`src/rtl/sram_async_ctl_pkg.sv`:
```
package sram_async_ctl_pkg;

  typedef enum logic [2:0] {
    ST_IDLE,
    ST_READ,
    ST_TURN,
    ST_WRITE,
    ST_WTAIL
  } ctl_state_e;

  function automatic int imax(input int a, input int b);
    return (a > b) ? a : b;
  endfunction

  // ceiling divide, never below one cycle for a nonzero limit
  function automatic int ns_to_cyc(input int ns, input int clk_ns);
    if (ns <= 0) return 0;
    return imax(1, (ns + clk_ns - 1) / clk_ns);
  endfunction

  function automatic int ns_rd_cycle(input bit fast);  return fast ? 55 : 70; endfunction
  function automatic int ns_oe_valid(input bit fast);  return fast ? 25 : 35; endfunction
  function automatic int ns_rd_release(input bit fast); return fast ? 20 : 30; endfunction
  function automatic int ns_wr_cycle(input bit fast);  return fast ? 55 : 70; endfunction
  function automatic int ns_we_width(input bit fast);  return fast ? 40 : 50; endfunction
  function automatic int ns_addr_to_end(input bit fast); return fast ? 45 : 60; endfunction
  function automatic int ns_data_setup(input bit fast); return fast ? 25 : 30; endfunction
  function automatic int ns_we_float(input bit fast);  return fast ? 20 : 25; endfunction

  function automatic int rd_cycles(input bit fast, input int clk_ns);
    return imax(ns_to_cyc(ns_rd_cycle(fast), clk_ns), ns_to_cyc(ns_oe_valid(fast), clk_ns));
  endfunction

  function automatic int turn_cycles(input bit fast, input int clk_ns);
    return ns_to_cyc(ns_rd_release(fast), clk_ns);
  endfunction

  function automatic int drive_delay(input bit fast, input int clk_ns);
    return ns_to_cyc(ns_we_float(fast), clk_ns);
  endfunction

  function automatic int pulse_cycles(input bit fast, input int clk_ns);
    return imax(imax(ns_to_cyc(ns_we_width(fast), clk_ns), ns_to_cyc(ns_addr_to_end(fast), clk_ns)),
                drive_delay(fast, clk_ns) + ns_to_cyc(ns_data_setup(fast), clk_ns));
  endfunction

  function automatic int tail_cycles(input bit fast, input int clk_ns);
    int wc;
    wc = ns_to_cyc(ns_wr_cycle(fast), clk_ns);
    return (wc > pulse_cycles(fast, clk_ns)) ? wc - pulse_cycles(fast, clk_ns) : 0;
  endfunction

endpackage

```
`src/rtl/sram_async_ctl_seq.sv`:
```
module sram_async_ctl_seq
  import sram_async_ctl_pkg::*;
#(
  parameter int RD_CYC    = 7,
  parameter int TURN_CYC  = 3,
  parameter int DRV_CYC   = 3,
  parameter int PULSE_CYC = 7,
  parameter int TAIL_CYC  = 0,
  parameter int CNT_W     = 4
) (
  input  logic clk,
  input  logic rst_n,
  input  logic req_valid,
  input  logic req_write,
  output logic ready,
  output logic accept,
  output logic rd_capture,
  output logic cs_n,
  output logic oe_n,
  output logic we_n,
  output logic dq_oe,
  output logic rvalid,
  output logic wdone
);

  ctl_state_e       state;
  logic [CNT_W-1:0] cnt;
  logic [CNT_W-1:0] elapsed;
  logic             cnt_zero;

  assign ready      = (state == ST_IDLE);
  assign accept     = req_valid && ready;
  assign cnt_zero   = (cnt == '0);
  assign rd_capture = (state == ST_READ) && cnt_zero;

  always_ff @(posedge clk) begin
    if (!rst_n) begin
      state   <= ST_IDLE;
      cnt     <= '0;
      elapsed <= '0;
      cs_n    <= 1'b1;
      oe_n    <= 1'b1;
      we_n    <= 1'b1;
      dq_oe   <= 1'b0;
      rvalid  <= 1'b0;
      wdone   <= 1'b0;
    end else begin
      rvalid <= 1'b0;
      wdone  <= 1'b0;
      unique case (state)
        ST_IDLE: begin
          if (accept) begin
            cs_n <= 1'b0;
            if (req_write) begin
              we_n    <= 1'b0;
              elapsed <= CNT_W'(1);
              cnt     <= CNT_W'(PULSE_CYC - 1);
              state   <= ST_WRITE;
            end else begin
              oe_n  <= 1'b0;
              cnt   <= CNT_W'(RD_CYC - 1);
              state <= ST_READ;
            end
          end
        end
        ST_READ: begin
          if (cnt_zero) begin
            cs_n   <= 1'b1;
            oe_n   <= 1'b1;
            rvalid <= 1'b1;
            cnt    <= CNT_W'(TURN_CYC - 1);
            state  <= ST_TURN;
          end else begin
            cnt <= cnt - 1'b1;
          end
        end
        ST_TURN: begin
          if (cnt_zero) state <= ST_IDLE;
          else          cnt   <= cnt - 1'b1;
        end
        ST_WRITE: begin
          if (cnt_zero) begin
            we_n  <= 1'b1;
            cs_n  <= 1'b1;
            dq_oe <= 1'b0;
            if (TAIL_CYC > 0) begin
              cnt   <= CNT_W'(TAIL_CYC - 1);
              state <= ST_WTAIL;
            end else begin
              wdone <= 1'b1;
              state <= ST_IDLE;
            end
          end else begin
            cnt     <= cnt - 1'b1;
            elapsed <= elapsed + 1'b1;
            if (elapsed >= CNT_W'(DRV_CYC)) dq_oe <= 1'b1;
          end
        end
        ST_WTAIL: begin
          if (cnt_zero) begin
            wdone <= 1'b1;
            state <= ST_IDLE;
          end else begin
            cnt <= cnt - 1'b1;
          end
        end
        default: state <= ST_IDLE;
      endcase
    end
  end

endmodule

```
`src/rtl/sram_async_ctl_dp.sv`:
```
module sram_async_ctl_dp #(
  parameter int ADDR_W = 15,
  parameter int DATA_W = 8
) (
  input  logic              clk,
  input  logic              rst_n,
  input  logic              accept,
  input  logic              rd_capture,
  input  logic [ADDR_W-1:0] req_addr,
  input  logic [DATA_W-1:0] req_wdata,
  input  logic [DATA_W-1:0] dq_in,
  output logic [ADDR_W-1:0] addr_q,
  output logic [DATA_W-1:0] wdata_q,
  output logic [DATA_W-1:0] rdata_q
);

  always_ff @(posedge clk) begin
    if (!rst_n) begin
      addr_q  <= '0;
      wdata_q <= '0;
      rdata_q <= '0;
    end else begin
      if (accept) begin
        addr_q  <= req_addr;
        wdata_q <= req_wdata;
      end
      if (rd_capture) rdata_q <= dq_in;
    end
  end

endmodule

```
`src/rtl/sram_async_ctl.sv`:
```
module sram_async_ctl
  import sram_async_ctl_pkg::*;
#(
  parameter int ADDR_W     = 15,
  parameter int DATA_W     = 8,
  parameter int CLK_NS     = 8,
  parameter bit SPEED_FAST = 1'b1
) (
  input  logic              clk,
  input  logic              rst_n,
  input  logic              req_valid,
  input  logic              req_write,
  input  logic [ADDR_W-1:0] req_addr,
  input  logic [DATA_W-1:0] req_wdata,
  output logic              req_ready,
  output logic              rsp_rvalid,
  output logic [DATA_W-1:0] rsp_rdata,
  output logic              rsp_wdone,
  output logic [ADDR_W-1:0] mem_addr,
  output logic              mem_cs_n,
  output logic              mem_oe_n,
  output logic              mem_we_n,
  output logic [DATA_W-1:0] mem_dq_out,
  output logic              mem_dq_oe,
  input  logic [DATA_W-1:0] mem_dq_in
);

  localparam int RD_CYC    = rd_cycles(SPEED_FAST, CLK_NS);
  localparam int TURN_CYC  = turn_cycles(SPEED_FAST, CLK_NS);
  localparam int DRV_CYC   = drive_delay(SPEED_FAST, CLK_NS);
  localparam int PULSE_CYC = pulse_cycles(SPEED_FAST, CLK_NS);
  localparam int TAIL_CYC  = tail_cycles(SPEED_FAST, CLK_NS);
  localparam int MAX_CYC   = imax(imax(RD_CYC, PULSE_CYC), imax(TURN_CYC, TAIL_CYC));
  localparam int CNT_W     = $clog2(MAX_CYC + 1);

  logic accept;
  logic rd_capture;

  sram_async_ctl_seq #(
    .RD_CYC(RD_CYC), .TURN_CYC(TURN_CYC), .DRV_CYC(DRV_CYC),
    .PULSE_CYC(PULSE_CYC), .TAIL_CYC(TAIL_CYC), .CNT_W(CNT_W)
  ) u_seq (
    .clk(clk), .rst_n(rst_n),
    .req_valid(req_valid), .req_write(req_write),
    .ready(req_ready), .accept(accept), .rd_capture(rd_capture),
    .cs_n(mem_cs_n), .oe_n(mem_oe_n), .we_n(mem_we_n), .dq_oe(mem_dq_oe),
    .rvalid(rsp_rvalid), .wdone(rsp_wdone)
  );

  sram_async_ctl_dp #(.ADDR_W(ADDR_W), .DATA_W(DATA_W)) u_dp (
    .clk(clk), .rst_n(rst_n),
    .accept(accept), .rd_capture(rd_capture),
    .req_addr(req_addr), .req_wdata(req_wdata), .dq_in(mem_dq_in),
    .addr_q(mem_addr), .wdata_q(mem_dq_out), .rdata_q(rsp_rdata)
  );

endmodule

```
`config.mk`:
```
export PLATFORM = sky130hd
export DESIGN_NAME = sram_async_ctl
export DESIGN_NICKNAME = d
export VERILOG_FILES = /design/src/rtl/sram_async_ctl_pkg.sv /design/src/rtl/sram_async_ctl_seq.sv /design/src/rtl/sram_async_ctl_dp.sv /design/src/rtl/sram_async_ctl.sv
export SDC_FILE = /design/constraint.sdc
export NUM_CORES = 1
export LEC_CHECK = 0
export BUFFER_PORTS_ARGS = -buffer_cell sky130_fd_sc_hd__buf_2
export CAP_MARGIN = 10
export CELL_PAD_IN_SITES_DETAIL_PLACEMENT = 0
export CELL_PAD_IN_SITES_GLOBAL_PLACEMENT = 1
export CORE_MARGIN = 2
export CORE_UTILIZATION = 33
export CTS_CLUSTER_SIZE = 10
export DETAILED_ROUTE_END_ITERATION = 8
export PLACE_DENSITY_LB_ADDON = 0.1
export SYNTH_ARGS = -nofsm -noshare
export SYNTH_HDL_FRONTEND = slang
export SYNTH_SLANG_ARGS = --single-unit
```
`constraint.sdc`:
```
create_clock -name clk -period 1.7 [get_ports clk]
set_input_delay 0.085 -clock clk [delete_from_list [all_inputs] [get_ports clk]]
set_output_delay 0.085 -clock clk [all_outputs]
set_load 0.02 [all_outputs]
```
---- After elaboration in Yosys (flattened, before gate mapping) ----
Cells that the tools add are included.
word-level totals
  flip-flop bits (word level) ............. 46
  bits in latches ......................... 0
  bits in writable memories ............... 0
  ROM bits ................................ 0
  input bits .............................. 35
  output and inout bits ................... 38
  word-level logic and storage cells ...... 74
  memories kept ........................... 0
cells by class
  add/sub/neg operators ................... 2
  multiply operators ...................... 0
  div/mod/pow operators ................... 0
  order comparisons ....................... 1
  eq/ne operators ......................... 13
  shift-type cells ........................ 0
  mux-type cells .......................... 25
  bitwise gates (word level) .............. 0
  reduce and logical (&&, ||, !) cells .... 21
operators with widths
  operator             count
  $mux 3               9
  $pmux 3 s3           2
  $reduce_and 4->1     3
  $ne 2x2->1 const B   5
  $mux 1               9
  $reduce_and 3->1     3
  $ne 2x1->1 const B   4
  $reduce_bool 2->1    4
  $eq 3x2->1 const B   2
  $logic_not 3->1      2
  $pmux 1 s2           3
  $pmux 3 s2           1
  $reduce_and 2->1     3
  $reduce_or 2->1      2
  $add 3x1->3 const B  1
  $eq 3x1->1 const B   1
  $eq 3x3->1 const B   1
  $ge 3x2->1 const B   1
  $reduce_bool 3->1    1
  $reduce_or 3->1      1
  $sub 3x1->3 const B  1
  $logic_and 1x1->1    2
  $mux 2               1

---- Longest topological paths before layout ----
  depth in word-level cells ............... 4
  mapped depth ............................ 6
  depth with buffers taken out ............ 5

---- Cells and area by module ----
A second synthesis with hierarchy kept.
unflattened totals
  cells, all modules ...................... 174
  area, all modules ....................... 1870.5 µm²
by module, submodules not included
  module              times used  cells an instance  area an instance (µm²)  sequential area each (µm²)
  sram_async_ctl_dp   1           100                1194.9                  620.6
  sram_async_ctl_seq  1           74                 675.6                   280.3

---- Worst setup path after synthesis ----
Ideal clock, no wire load.
  kind .................................... register to register
  start point ............................. reg u_seq.state[0]
  end point ............................... reg u_seq.cs_n
  library setup time ...................... 122 ps
  arrival time ............................ 1237 ps
  data required time ...................... 1578 ps
  path slack .............................. 341 ps
  cell stages (with the launch flop) ...... 5
  buffers on the path ..................... 2
  clock period less this slack ............ 1359 ps
  cell sequence ........................... dfxtp_1 -> buf_6 -> or3b_1 -> buf_2 -> a221o_1
on the way
  cells in the longest elaborated chain, start to end .. 4
  elaborated cells between the ends (all ways) .. 10
  classes of those cells .................. eq/ne (4); mux (1); reduce/logical (5)
ends and longest elaborated chain
  what                                                                   line                      text
  from (decl)                                                            sram_async_ctl_seq.sv:26  ctl_state_e state;
  from (signal assigned)                                                 sram_async_ctl_seq.sv:38  state <= ST_IDLE;
  from (signal assigned)                                                 sram_async_ctl_seq.sv:58  state <= ST_WRITE;
  from (signal assigned)                                                 sram_async_ctl_seq.sv:62  state <= ST_READ;
  $eq 3x2->1, or another cell as far along                               sram_async_ctl_seq.sv:50  unique case (state)
  $reduce_or 2->1 (no line) / $logic_and 1x1->1 (equally long branches)  n/a
  $ne 2x1->1 (no line), or another cell as far along                     n/a
  $reduce_and 3->1 (no line)                                             n/a
  to (signal assigned)                                                   sram_async_ctl_seq.sv:41  cs_n <= 1'b1;
  to (signal assigned)                                                   sram_async_ctl_seq.sv:53  cs_n <= 1'b0;
  to (signal assigned)                                                   sram_async_ctl_seq.sv:68  cs_n <= 1'b1;
  to (decl)                                                              sram_async_ctl_seq.sv:18  output logic cs_n,
Parallel ways exist; a longest one is shown, timed or not.
A chain may end at the register's enable or synchronous reset.

---- Final worst setup path ----
  start point ............................. reg u_seq.cnt[0]
  end point ............................... reg u_seq.cnt[1]
on the way
  cells in the longest elaborated chain, start to end .. 3
  elaborated cells between the ends (all ways) .. 7
  classes of those cells .................. add/sub (1); eq/ne (1); mux (3); reduce/logical (2)
ends and longest elaborated chain
  what                                                   line                                                                           text
  from (decl)                                            sram_async_ctl_seq.sv:27                                                       logic [CNT_W-1:0] cnt;
  from (signal assigned)                                 sram_async_ctl_seq.sv:57                                                       cnt <= CNT_W'(PULSE_CYC - 1);
  from (signal assigned)                                 sram_async_ctl_seq.sv:61                                                       cnt <= CNT_W'(RD_CYC - 1);
  from (signal assigned)                                 sram_async_ctl_seq.sv:71                                                       cnt <= CNT_W'(TURN_CYC - 1);
  $sub 3x1->3 / $logic_not 3->1 (equally long branches)  n/a
  $mux 3, or another cell as far along                   sram_async_ctl_seq.sv:78, sram_async_ctl_seq.sv:82, sram_async_ctl_seq.sv:100
  $pmux 3 s3 / $reduce_and 3->1 (equally long branches)  n/a
Parallel ways exist; a longest one is shown, timed or not. The select of a mux whose other input is x is not followed.

==> metrics.md <==
| Metric | Value |
|---|---|
| Placer Congestion | 0.775 |
| Crit-path max cell delay | 0.38 ns |
| Largest cells by area after synthesis | dfxtp_1 (52%), nand2_1 (14%), a21oi_1 (11%) |
| Yosys warning total | 0 |
| Area occupied by multi-input gates | 738 um2 |
| Clock share of power | 30.8% |
| Initial Util | 34.0% |
| Syn-to-layout area delta | 31.5% |
| Sequential share of the synthesized area | 52.2% |
| Seq pwr share | 45.9% |
| RSZ-0062 raised after global routing | no |
| Top-Level Pins | 73 |
| Max clock buf depth | 2 |
| Mapped Area | 0.00173 mm2 |
| Final slew viol count | 0 |
| Via count | 1608 |
| Vias/cell | 4.62 |
| Final Non-Filler Cells | 348 |
| CORE AREA | 0.00507 mm2 |
| Sw frac | 31.0% |
| Status | finished, final reports clean |
| Initial antenna violation count | 0 |
| Number of clock sinks | 45 |
| Mapped Avg Cell Area | 8.38 um2 |
| Share of cells above drive strength 1 | 32.0% |
| Synth area leader | dfxtp_1 |
| Max_cap viols | 0 |
| All-Layer GR Usage | 14.9% |
| Crit path max-delay family | simple AND/OR/NAND/NOR gates |
| Placed insts | 340 |
| Post-synth top area share | 52.2% |
| WL/cell | 12.1 um |
| Critical path buffers and inverters | 1 |
| Syn Inst Count | 206 |
| Crit-path cells | inv_1 > ha_1 > nor2b_1 > a21oi_1 > o211a_1 |
| Psw | 816 uW |
| Fill count | 546 |
| Sequential cell area | 901 um2 |
| DP Wirelength | 2970 um |
| CP Max Fanout | 6 |
| Die width | 76.3 um |
| DRT antenna net count | 0 |
| Clock Tree Root | clkbuf_8 |
| Internal power | 1820 uW |
| Hold Vio Cnt, Final | 0 |
| Die area | 0.00582 mm2 |
| Final period utilization | 86.8% |
| Resized cells post-CTS | 0 |
| Drt first-iter violations | 85 |
| Inserted Clock Buffers | 5 |
| Rel. slew slack | 69.9% |
| Synth cell types | 31 |
| Critical Path AT | 1.67 ns |
| Mapped Nets | 245 |
| H-tree levels | 2 |
| Worst setup SP type | flop |
| Port Buf Inserts | 72 |
| CTS clk-pin slew, worst paths | 0.09 ns |
| Setup TNS | 0 ns |
| Slowest CP cell | nor2b_1 |
| Final #Nets | 316 |
| Grt ovf | 0 |
| Row cnt | 26 |
| Global-route wire length before repair | 7070 um |
| Clk_skew | 0.00536 ns |
| Clk_lat worst skew | 0.29 ns |
| Endpoint type of the worst setup path | flop |
| Die Span Y | 76.3 um |
| CTS tree | done |
| Crit Path Category | flop to flop |
| Maximum number of pins on one net before global-route repair | 25 |
| Max VDD drop | 0.714 mV |
| Pleak | 0.00102 uW |
| Worst Hold Class | input pin to flop |
| Wirelength, routed | 4200 um |
| Cts hold-fix bufs | 0 |
| Final routed DRC violation total | 0 |
| Setup violators final | 0 |
| Max Fclk | 678 MHz |
| Actual slew at the worst max-slew pin | 0.449 ns |
| Number of global-route vias before repair | 1479 |
| Clock period minus worst slack | 1.48 ns |
| First-pass iteration count of the detailed router | 4 |
| Power Density | 1160 mW/mm2 |
| Ant. Diodes | 0 |
| Number of setup buffers added after CTS | 0 |
| FF+latch count, synth | 45 |
| Comb power frac | 23.3% |
| Worst EP required | 1.89 ns |
-- sequential cells by signal, summed over array words and instances, names as in the netlist --
signal,count
u_dp.addr_q,15
u_dp.rdata_q,8
u_dp.wdata_q,8
u_seq.cnt,3
u_seq.cs_n,1
u_seq.dq_oe,1
u_seq.elapsed,3
u_seq.oe_n,1
u_seq.rvalid,1
u_seq.state,2
u_seq.wdone,1
u_seq.we_n,1
-- power groups by stage --
stage	Sequential (uW)	Combinational, uW	Clock [uW]
5_1_grt	1220	688	896
4_1_cts	1210	625	845
6_report	1210	613	811
3_5_place_dp	1230	623	0
3_3_place_gp	1230	623	0
2_1_floorplan	1320	327	0
-- layout by cell type (no fill, tap or decap), types with 3 or more instances in the layout --
master and instances:
clkbuf_8 5, buf_4 7, a21oi_1 38, dfxtp_1 45, a211oi_1 3, nor2_1 5
ha_1 4, buf_2 72, inv_1 4, o21ai_0 3, nand2_1 64
-- per-layer routing --
layer | vias up | wire (um) | global-route usage [%]
li1 | 835 | - | -
met1 | 724 | 2050 | 20.0
met2 | 47 | 1890 | 23.4
met3 | 2 | 229 | 4.03
met4 | 0 | 25 | 4.55
met5 | - | 0 | 0
-- cells in the mapped netlist (all sizes together) --
cell	number
a41o	1
o211a	1
ha	4
a21oi	38
o2bb2ai	1
or3	1
nor3b	1
nor3	2
a31oi	1
o21a	2
or3b	1
buf	7
nor4bb	1
inv	4
clkbuf	8
o21ai	3
o221ai	2
nor2b	1
o221a	1
nand4b	1
nand3b	2
a221o	1
nand4	1
dfxtp	45
nand3	1
nand2	64
nor2	5
a211oi	3
nand4bb	1
nand2b	2
-- stage by stage --
stage	utilization (%)	area (um2)	total power, uW	setup WS [ns]	hold WS, ns
5_1_grt	44.7	2270	2810	0.0604	0.000180
4_1_cts	44.7	2270	2680	0.200	0.00660
3_3_place_gp	42.5	2150	1860	0.260	0.328
2_1_floorplan	-	1730	1650	0.341	0.157
6_report	44.7	2270	2630	0.225	0.0169
3_5_place_dp	42.5	2150	1860	0.215	0.330
-- worst paths after layout --
check / startpoint / cells past startpoint / end / slack (ns)
min reg2reg: u_seq.cnt[0]$_SDFFE_PN0P_ / 1 / u_seq.cnt[0]$_SDFFE_PN0P_ / 0.44
max: u_seq.cnt[0]$_SDFFE_PN0P_ / 5 / u_seq.cnt[1]$_SDFFE_PN0P_ / 0.22
min: req_wdata[1] / 3 / u_dp.wdata_q[1]$_SDFFE_PN0P_ / 0.02
max reg2reg: u_seq.cnt[0]$_SDFFE_PN0P_ / 5 / u_seq.cnt[1]$_SDFFE_PN0P_ / 0.22
-- final cells by class --
type,count,area share [%]
clock buffers,5,3.03
clock inverters,3,2.04
inverters,4,0.662
flip-flops and latches,45,39.7
multi-input cells,142,32.5
repair buffers,79,18.2
well taps,70,3.86
-- kinds of logic (layout without fill, tap and decap cells) --
family / after synthesis / after routing / share of synthesized area [%]
AND/OR/NAND/NOR: 84 / 84 / 21.5
AO/OA/AOI/OAI: 54 / 54 / 18.3
flip-flops: 45 / 45 / 52.2
buffers and inverters: 19 / 91 / 5.00
adder cells (fa/ha/maj): 4 / 4 / 2.90
-- worst register-to-register path, stage by stage (launching register included) --
cell,delay (ns)
dfxtp_1,0.32
inv_1,0.10
ha_1,0.22
nor2b_1,0.38
a21oi_1,0.15
o211a_1,0.22
No activity file was read; power rests on OpenSTA's default activity.
